File: src/rtl/rds_pkg.sv
package rds_pkg;

  typedef enum logic [2:0] {
    PH_IDLE = 3'd0,
    PH_POR  = 3'd1,
    PH_PWRT = 3'd2,
    PH_OST  = 3'd3,
    PH_PLL  = 3'd4,
    PH_RUN  = 3'd5
  } phase_e;

  // crystal modes are the three lowest encodings
  function automatic logic osc_is_xtal(input logic [2:0] mode);
    return mode < 3'd3;
  endfunction

  function automatic int max3(input int a, input int b, input int c);
    int m;
    m = (a > b) ? a : b;
    return (m > c) ? m : c;
  endfunction

endpackage

File: src/rtl/rds_osc_edge.sv
module rds_osc_edge #(
  parameter int SYNC_STAGES = 2
) (
  input  logic clk_i,
  input  logic rst_n_i,
  input  logic osc_i,
  output logic rise_o
);
  localparam int DEPTH = SYNC_STAGES + 1;

  logic [DEPTH-1:0] shf_q, shf_d;

  always_comb begin
    shf_d = shf_q;
    for (int i = DEPTH - 1; i > 0; i--) shf_d[i] = shf_q[i-1];
    shf_d[0] = osc_i;
  end

  always_ff @(posedge clk_i or negedge rst_n_i) begin
    if (!rst_n_i) shf_q <= '0;
    else          shf_q <= shf_d;
  end

  assign rise_o = shf_q[SYNC_STAGES-1] & ~shf_q[SYNC_STAGES];

  // a rise lasts exactly one cycle
  assert_rise_single_R4: assert property (@(posedge clk_i) disable iff (!rst_n_i)
    rise_o |=> !rise_o);

endmodule

File: src/rtl/rds_span_ctr.sv
module rds_span_ctr #(
  parameter int W = 8
) (
  input  logic         clk_i,
  input  logic         rst_n_i,
  input  logic         clr_i,
  input  logic         step_i,
  input  logic [W-1:0] last_i,
  output logic         hit_o
);
  logic [W-1:0] cnt_q, cnt_d;

  assign hit_o = step_i & (cnt_q == last_i);

  always_comb begin
    cnt_d = cnt_q;
    if (clr_i)       cnt_d = '0;
    else if (hit_o)  cnt_d = '0;
    else if (step_i) cnt_d = cnt_q + W'(1);
  end

  always_ff @(posedge clk_i or negedge rst_n_i) begin
    if (!rst_n_i) cnt_q <= '0;
    else          cnt_q <= cnt_d;
  end

  // R2 (and R4 for the edge counter): count never passes the phase limit
  assert_cnt_bound_R2: assert property (@(posedge clk_i) disable iff (!rst_n_i)
    cnt_q <= last_i);

endmodule

File: src/rtl/rds_seq_fsm.sv
module rds_seq_fsm
  import rds_pkg::*;
(
  input  logic   clk_i,
  input  logic   rst_n_i,
  input  logic   ext_rst_i,
  input  logic   pwr_evt_i,
  input  logic   wdt_rst_i,
  input  logic   pwrt_en_i,
  input  logic   xtal_i,
  input  logic   pll_en_i,
  input  logic   tick_hit_i,
  input  logic   edge_hit_i,
  output phase_e phase_o,
  output logic   cnt_clr_o
);
  phase_e phase_q, phase_d;
  phase_e after_pwrt, after_por;
  logic   ext_q;
  logic   restart;

  always_comb begin
    after_pwrt = xtal_i ? PH_OST : (pll_en_i ? PH_PLL : PH_RUN);
    after_por  = pwrt_en_i ? PH_PWRT : after_pwrt;
    phase_d    = phase_q;
    restart    = 1'b0;
    if (ext_rst_i) begin
      phase_d = PH_IDLE;
      restart = 1'b1;
    end else if (pwr_evt_i) begin
      phase_d = PH_POR;
      restart = 1'b1;
    end else if (wdt_rst_i) begin
      phase_d = after_pwrt;
      restart = 1'b1;
    end else begin
      unique case (phase_q)
        PH_IDLE: if (ext_q)      phase_d = after_pwrt;
        PH_POR:  if (tick_hit_i) phase_d = after_por;
        PH_PWRT: if (tick_hit_i) phase_d = after_pwrt;
        PH_OST:  if (edge_hit_i) phase_d = pll_en_i ? PH_PLL : PH_RUN;
        PH_PLL:  if (tick_hit_i) phase_d = PH_RUN;
        PH_RUN:  phase_d = PH_RUN;
        default: phase_d = PH_IDLE;
      endcase
    end
  end

  assign cnt_clr_o = restart | (phase_d != phase_q);
  assign phase_o   = phase_q;

  always_ff @(posedge clk_i or negedge rst_n_i) begin
    if (!rst_n_i) begin
      phase_q <= PH_IDLE;
      ext_q   <= 1'b0;
    end else begin
      phase_q <= phase_d;
      ext_q   <= ext_rst_i;
    end
  end

  assert_pwrt_after_por_R3: assert property (@(posedge clk_i) disable iff (!rst_n_i)
    (phase_q == PH_PWRT && $past(phase_q) != PH_PWRT) |-> $past(phase_q) == PH_POR);

  assert_ost_xtal_only_R4: assert property (@(posedge clk_i) disable iff (!rst_n_i)
    (phase_q == PH_OST && $past(phase_q) != PH_OST) |-> $past(xtal_i));

  assert_pll_not_skipped_R5: assert property (@(posedge clk_i) disable iff (!rst_n_i)
    (phase_q == PH_RUN && $past(phase_q) == PH_OST) |-> !$past(pll_en_i));

  assert_pwr_restart_R7: assert property (@(posedge clk_i) disable iff (!rst_n_i)
    (pwr_evt_i && !ext_rst_i) |=> phase_q == PH_POR);

  assert_ext_hold_R8: assert property (@(posedge clk_i) disable iff (!rst_n_i)
    ext_rst_i |=> phase_q == PH_IDLE);

  assert_wdt_skip_R9: assert property (@(posedge clk_i) disable iff (!rst_n_i)
    (wdt_rst_i && !ext_rst_i && !pwr_evt_i) |=> (phase_q != PH_POR && phase_q != PH_PWRT));

endmodule

File: src/rtl/pwrup_rst_seq.sv
module pwrup_rst_seq
  import rds_pkg::*;
#(
  parameter int POR_TICKS   = 4,
  parameter int PWRT_TICKS  = 72,
  parameter int PLL_TICKS   = 2,
  parameter int OST_EDGES   = 1024,
  parameter int SYNC_STAGES = 2
) (
  input  logic       clk_i,
  input  logic       rst_n_i,
  input  logic       tick_i,
  input  logic       osc_clk_i,
  input  logic       por_i,
  input  logic       bor_i,
  input  logic       ext_rst_i,
  input  logic       wdt_rst_i,
  input  logic       pwrt_en_i,
  input  logic [2:0] osc_mode_i,
  input  logic       pll_en_i,
  input  logic       sleep_i,
  input  logic       wake_irq_i,
  output logic       core_rst_o,
  output logic       clk_gate_en_o,
  output logic [2:0] phase_o
);
  localparam int TMAX = max3(POR_TICKS, PWRT_TICKS, PLL_TICKS);
  localparam int TW   = $clog2(TMAX + 1);
  localparam int EW   = $clog2(OST_EDGES + 1);

  phase_e        phase_q;
  logic          cnt_clr, osc_rise;
  logic          tick_step, edge_step, tick_hit, edge_hit;
  logic [TW-1:0] tick_last;
  logic          any_evt;
  logic          core_rst_q, core_rst_d;
  logic          sleep_q, sleep_d;

  rds_osc_edge #(.SYNC_STAGES(SYNC_STAGES)) osc_edge_i (
    .clk_i (clk_i), .rst_n_i (rst_n_i), .osc_i (osc_clk_i), .rise_o (osc_rise)
  );

  always_comb begin
    unique case (phase_q)
      PH_POR:  tick_last = TW'(POR_TICKS - 1);
      PH_PWRT: tick_last = TW'(PWRT_TICKS - 1);
      PH_PLL:  tick_last = TW'(PLL_TICKS - 1);
      default: tick_last = '0;
    endcase
  end

  assign tick_step = tick_i & (phase_q == PH_POR || phase_q == PH_PWRT || phase_q == PH_PLL);
  assign edge_step = osc_rise & (phase_q == PH_OST);

  // one tick counter is shared by the POR, PWRT and PLL phases
  rds_span_ctr #(.W(TW)) tick_ctr_i (
    .clk_i (clk_i), .rst_n_i (rst_n_i), .clr_i (cnt_clr), .step_i (tick_step),
    .last_i (tick_last), .hit_o (tick_hit)
  );

  rds_span_ctr #(.W(EW)) edge_ctr_i (
    .clk_i (clk_i), .rst_n_i (rst_n_i), .clr_i (cnt_clr), .step_i (edge_step),
    .last_i (EW'(OST_EDGES - 1)), .hit_o (edge_hit)
  );

  rds_seq_fsm fsm_i (
    .clk_i      (clk_i),
    .rst_n_i    (rst_n_i),
    .ext_rst_i  (ext_rst_i),
    .pwr_evt_i  (por_i | bor_i),
    .wdt_rst_i  (wdt_rst_i),
    .pwrt_en_i  (pwrt_en_i),
    .xtal_i     (osc_is_xtal(osc_mode_i)),
    .pll_en_i   (pll_en_i),
    .tick_hit_i (tick_hit),
    .edge_hit_i (edge_hit),
    .phase_o    (phase_q),
    .cnt_clr_o  (cnt_clr)
  );

  assign any_evt = por_i | bor_i | ext_rst_i | wdt_rst_i;

  always_comb begin
    core_rst_d = (phase_q != PH_RUN) | any_evt;
    sleep_d    = sleep_q;
    if (any_evt || wake_irq_i)           sleep_d = 1'b0;
    else if (phase_q == PH_RUN && sleep_i) sleep_d = 1'b1;
  end

  always_ff @(posedge clk_i or negedge rst_n_i) begin
    if (!rst_n_i) begin
      core_rst_q <= 1'b1;
      sleep_q    <= 1'b0;
    end else begin
      core_rst_q <= core_rst_d;
      sleep_q    <= sleep_d;
    end
  end

  assign core_rst_o    = core_rst_q;
  assign clk_gate_en_o = (phase_q == PH_RUN) & ~sleep_q;
  assign phase_o       = phase_q;

  assert_rst_outside_run_R6: assert property (@(posedge clk_i) disable iff (!rst_n_i)
    (phase_q != PH_RUN) |-> core_rst_q);

  assert_release_late_R6: assert property (@(posedge clk_i) disable iff (!rst_n_i)
    $fell(core_rst_q) |-> ($past(phase_q) == PH_RUN && phase_q == PH_RUN));

  assert_sleep_in_run_R10: assert property (@(posedge clk_i) disable iff (!rst_n_i)
    $rose(sleep_q) |-> $past(phase_q) == PH_RUN);

  assert_evt_sets_rst_R11: assert property (@(posedge clk_i) disable iff (!rst_n_i)
    any_evt |=> core_rst_q);

endmodule

File: config.mk
export PLATFORM = sky130hd
export DESIGN_NAME = pwrup_rst_seq
export DESIGN_NICKNAME = d
export VERILOG_FILES = /design/src/rtl/rds_pkg.sv /design/src/rtl/rds_osc_edge.sv /design/src/rtl/rds_span_ctr.sv /design/src/rtl/rds_seq_fsm.sv /design/src/rtl/pwrup_rst_seq.sv
export SDC_FILE = /design/constraint.sdc
export NUM_CORES = 1
export LEC_CHECK = 0
export BUFFER_PORTS_ARGS = -buffer_cell sky130_fd_sc_hd__buf_4
export CORE_MARGIN = 3
export CORE_UTILIZATION = 64
export CTS_BUF_LIST = sky130_fd_sc_hd__clkbuf_8
export CTS_CLUSTER_DIAMETER = 80
export DETAILED_ROUTE_END_ITERATION = 8
export HOLD_SLACK_MARGIN = 0.06
export PLACE_DENSITY = 0.89
export RECOVER_POWER = 25
export SYNTH_ARGS = -nofsm -noshare
export SYNTH_HDL_FRONTEND = slang
export SYNTH_SLANG_ARGS = --single-unit
File: constraint.sdc
create_clock -name clk_i -period 4.7 [get_ports clk_i]
set_input_delay 0.94 -clock clk_i [delete_from_list [all_inputs] [get_ports clk_i]]
set_output_delay 0.94 -clock clk_i [all_outputs]
set_load 0.01 [all_outputs]
==> results_dict.tcl <==
set metrics [dict create \
    fin_cells 219 \
    p_comb_share_pct 9.8 \
    route.vias.total 1359 \
    cts_buffers 3 \
    multi_input_area_um2 835.8 \
    drv_slew 0 \
    p_seq_share_pct 58.1 \
    netlist_instances 172 \
    hold_class "flip-flop to flip-flop" \
    required_ns 4.85 \
    r2r-start "fsm_i.phase_o[1]" \
    syn-num-nets 189 \
    numPortBuffers 19 \
    die-height_um 55.20 \
    synth_cell_types 47 \
    clkPwrFrac_pct 32.1 \
    drive_gt1_share_pct 15.18 \
    diodes 0 \
    crit_fanout 15 \
    core_area_um2 2255 \
    cts_sinks 27 \
    fin_crit_ns 2.550 \
    setup.worst_path.end "edge_ctr_i.cnt_q[5]" \
    switchingPower_w 0.00009903 \
    worst_pin_slew_ns 1.411 \
    root_buffer "clkbuf_8" \
    max_slew_margin_pct 5.921 \
    postCtsSetupRepairBufs 0 \
    cap_viol_max_count 0 \
    endpoint_kind "flip-flop" \
    fmax_ghz 0.3922 \
    synth-seq-area-share_pct 43.70 \
    syn_to_final_growth_pct 12.60 \
    grt_pass1_vias 1242 \
    tns_ns 0 \
    drtIter0Drc 38 \
    p_int_w 0.0003131 \
    seqCellArea_um2 676.9 \
    holdBufCountCts 0 \
    fin_worst_skew_ns 0.002017 \
    wl_per_cell_um 14.92 \
    num_rows 17 \
    firstDrtPassIters 4 \
    overflow 0 \
    clock_path_buffers 2 \
    drc 0 \
    crit_cells 6 \
    p_per_area_nw_per_um2 236.3 \
    syn_area_per_cell_um2 9.006 \
    clk_pin_slew_ns 0.09 \
    period_share_pct 54.25 \
    fin_hold_ws_ns 0.3618 \
    setup_viol 0 \
    r2r_slack_ns 2.15 \
    antenna_found_initial 0 \
    postCtsResizedCells 0 \
    critPathTopFamily "simple AND/OR/NAND/NOR gates" \
    leakage_nw 0.6997 \
    path_buf_inv 0 \
    critPathArrivalTime_ns 2.70 \
    startpoint_type "flip-flop" \
    ys_seq_elements 27 \
    grt_max_degree 28 \
    ys_warn_count 0 \
    slowest_delay_ns 0.64 \
    cts_tree "yes" \
    critPathSlowestCell "dfrtp_1" \
    hpwl_mm 2.359 \
    insertion_delay_ns 0.27 \
    die-width_um 55.20 \
    ys.flop_type "dfrtp_1" \
    gp_congestion 0.8911 \
    ios 20 \
    ir_drop_mv 0.1896 \
    antenna_left 0 \
    dieArea_um2 3046 \
    status "complete, no violations" \
    rr_endpoint "edge_ctr_i.cnt_q[5]" \
    n_fill_cell 148 \
    synth_edf_count 0 \
    nets 209 \
    synth-async-reset-ratio_pct 100.0 \
    viasPerCell 6.205 \
    final_util_pct 77.36 \
    grt_usage_pct 24.60 \
    htree_num_levels 1 \
    path_cells "or3b_1 > mux2i_1 > or3_2 > o21ai_1 > a211o_2 > nor3_1" \
    critPathLaunch "fsm_i.phase_o[1]" \
    initial_core_util_pct 68.70 \
    worstRegToRegCells 6 \
    rsz0062_at_grt "no" \
    place_inst 215 \
    synthesis.area_um2 1549 \
    switching_share_pct 24.03 \
    hold_viol 0 \
    path_class "flip-flop to flip-flop" \
    grt_pass1_wl_mm 5.333 \
    drt-total-wl_mm 3.268 \
]
stage by stage:
stage | power [W] | area, um2 | setup slack (ns)
2_1_floorplan | 0.0002640 | 1549 | 2.381
3_3_place_gp | 0.0002833 | 1702 | 2.180
3_5_place_dp | 0.0002846 | 1702 | 2.108
4_1_cts | 0.0004159 | 1748 | 2.154
5_1_grt | 0.0004301 | 1744 | 1.960
6_report | 0.0004121 | 1744 | 2.150
per-layer routing:
| metal | GRT usage [%] | routed length, um |
|---|---|---|
| met1 | 30.69 | 1475 |
| met2 | 42.13 | 1559 |
| met3 | 4.558 | 180 |
| met4 | 9.312 | 52 |
| met5 | 0 | 0 |
flip-flops by register name (all words and copies together), names as in the netlist:
signal            flops
tick_ctr_i.cnt_q      7
edge_ctr_i.cnt_q     11
fsm_i.ext_q           1
osc_edge_i.shf_q      3
fsm_i.phase_o         3
core_rst_o            1
sleep_q               1
area by class of cell:
class / instances / area share (%)
inverters: 3 / 0.6456
clock inverters: 1 / 0.2869
well taps: 28 / 2.009
clock buffers: 3 / 2.367
multi-input cells: 138 / 47.92
flip-flops and latches: 27 / 38.81
repair buffers: 19 / 7.963
logic make-up (layout without fill, tap and decap cells):
| family | after synthesis | after routing | share of synthesized area [%] |
|---|---|---|---|
| AND/OR/NAND/NOR | 84 | 84 | 29.00 |
| XOR/XNOR | 10 | 10 | 5.654 |
| multiplexers | 1 | 1 | 0.6462 |
| AO/OA/AOI/OAI | 41 | 41 | 17.04 |
| adder cells (fa/ha/maj) | 2 | 2 | 1.615 |
| buffers and inverters | 7 | 26 | 2.342 |
| flip-flops | 27 | 27 | 43.70 |
cell usage in the layout (no fill, tap or decap), types with 2 or more instances in the layout:
master	Yosys	routed
a211oi_1	2	2
a21oi_1	14	14
and2_1	2	2
buf_4	0	18
clkbuf_8	0	3
dfrtp_1	26	26
ha_1	2	2
inv_1	3	3
nand2_1	14	14
nand2b_1	6	6
nand3_1	5	5
nand3b_1	2	2
nand4_1	5	5
nand4b_1	2	2
nor2_1	25	25
nor2b_1	4	4
nor3_1	7	7
o211ai_1	2	2
o21a_1	3	3
o21ai_0	7	7
o21ai_1	2	2
or3_1	3	3
xnor2_1	5	5
xor2_1	5	5
synthesized netlist by cell type, drive strengths merged, types with 3 or more instances:
cell type  instances  area (um2)
a21oi             15       78.83
buf                3       21.27
dfrtp             26       650.6
inv                3       11.26
nand2             14       52.55
nand2b             6       37.54
nand3              5       25.02
nand4              5       31.28
nor2              25       93.84
nor2b              4       25.02
nor3               7       35.03
o21a               3       22.52
o21ai              9       45.04
or3                4       26.28
xnor2              5       43.79
xor2               5       43.79
power groups by stage:
stage	Clock [W]	Sequential, W	Combinational [W]
2_1_floorplan	0	0.000241	0.0000225
3_3_place_gp	0	0.000244	0.0000393
3_5_place_dp	0	0.000244	0.0000405
4_1_cts	0.000136	0.000240	0.0000408
5_1_grt	0.000145	0.000240	0.0000449
6_report	0.000132	0.000240	0.0000403
worst min-delay path by stage:
stage                        start  slack [ns]  cells past startpoint                  end
6_report       osc_edge_i.shf_q[0]        0.36                      0  osc_edge_i.shf_q[1]
5_1_grt        osc_edge_i.shf_q[0]        0.37                      0  osc_edge_i.shf_q[1]
4_1_cts        osc_edge_i.shf_q[0]        0.36                      0  osc_edge_i.shf_q[1]
3_5_place_dp   osc_edge_i.shf_q[0]        0.34                      0  osc_edge_i.shf_q[1]
3_3_place_gp   osc_edge_i.shf_q[0]        0.33                      0  osc_edge_i.shf_q[1]
2_1_floorplan  osc_edge_i.shf_q[0]        0.33                      0  osc_edge_i.shf_q[1]
worst register-to-register path, cell delays in order (launching register included):
cell and delay (ns):
dfrtp_1 0.64, or3b_1 0.47, mux2i_1 0.17, or3_2 0.55
o21ai_1 0.21, a211o_2 0.31, nor3_1 0.09
Power figures use the tool's default switching activity.
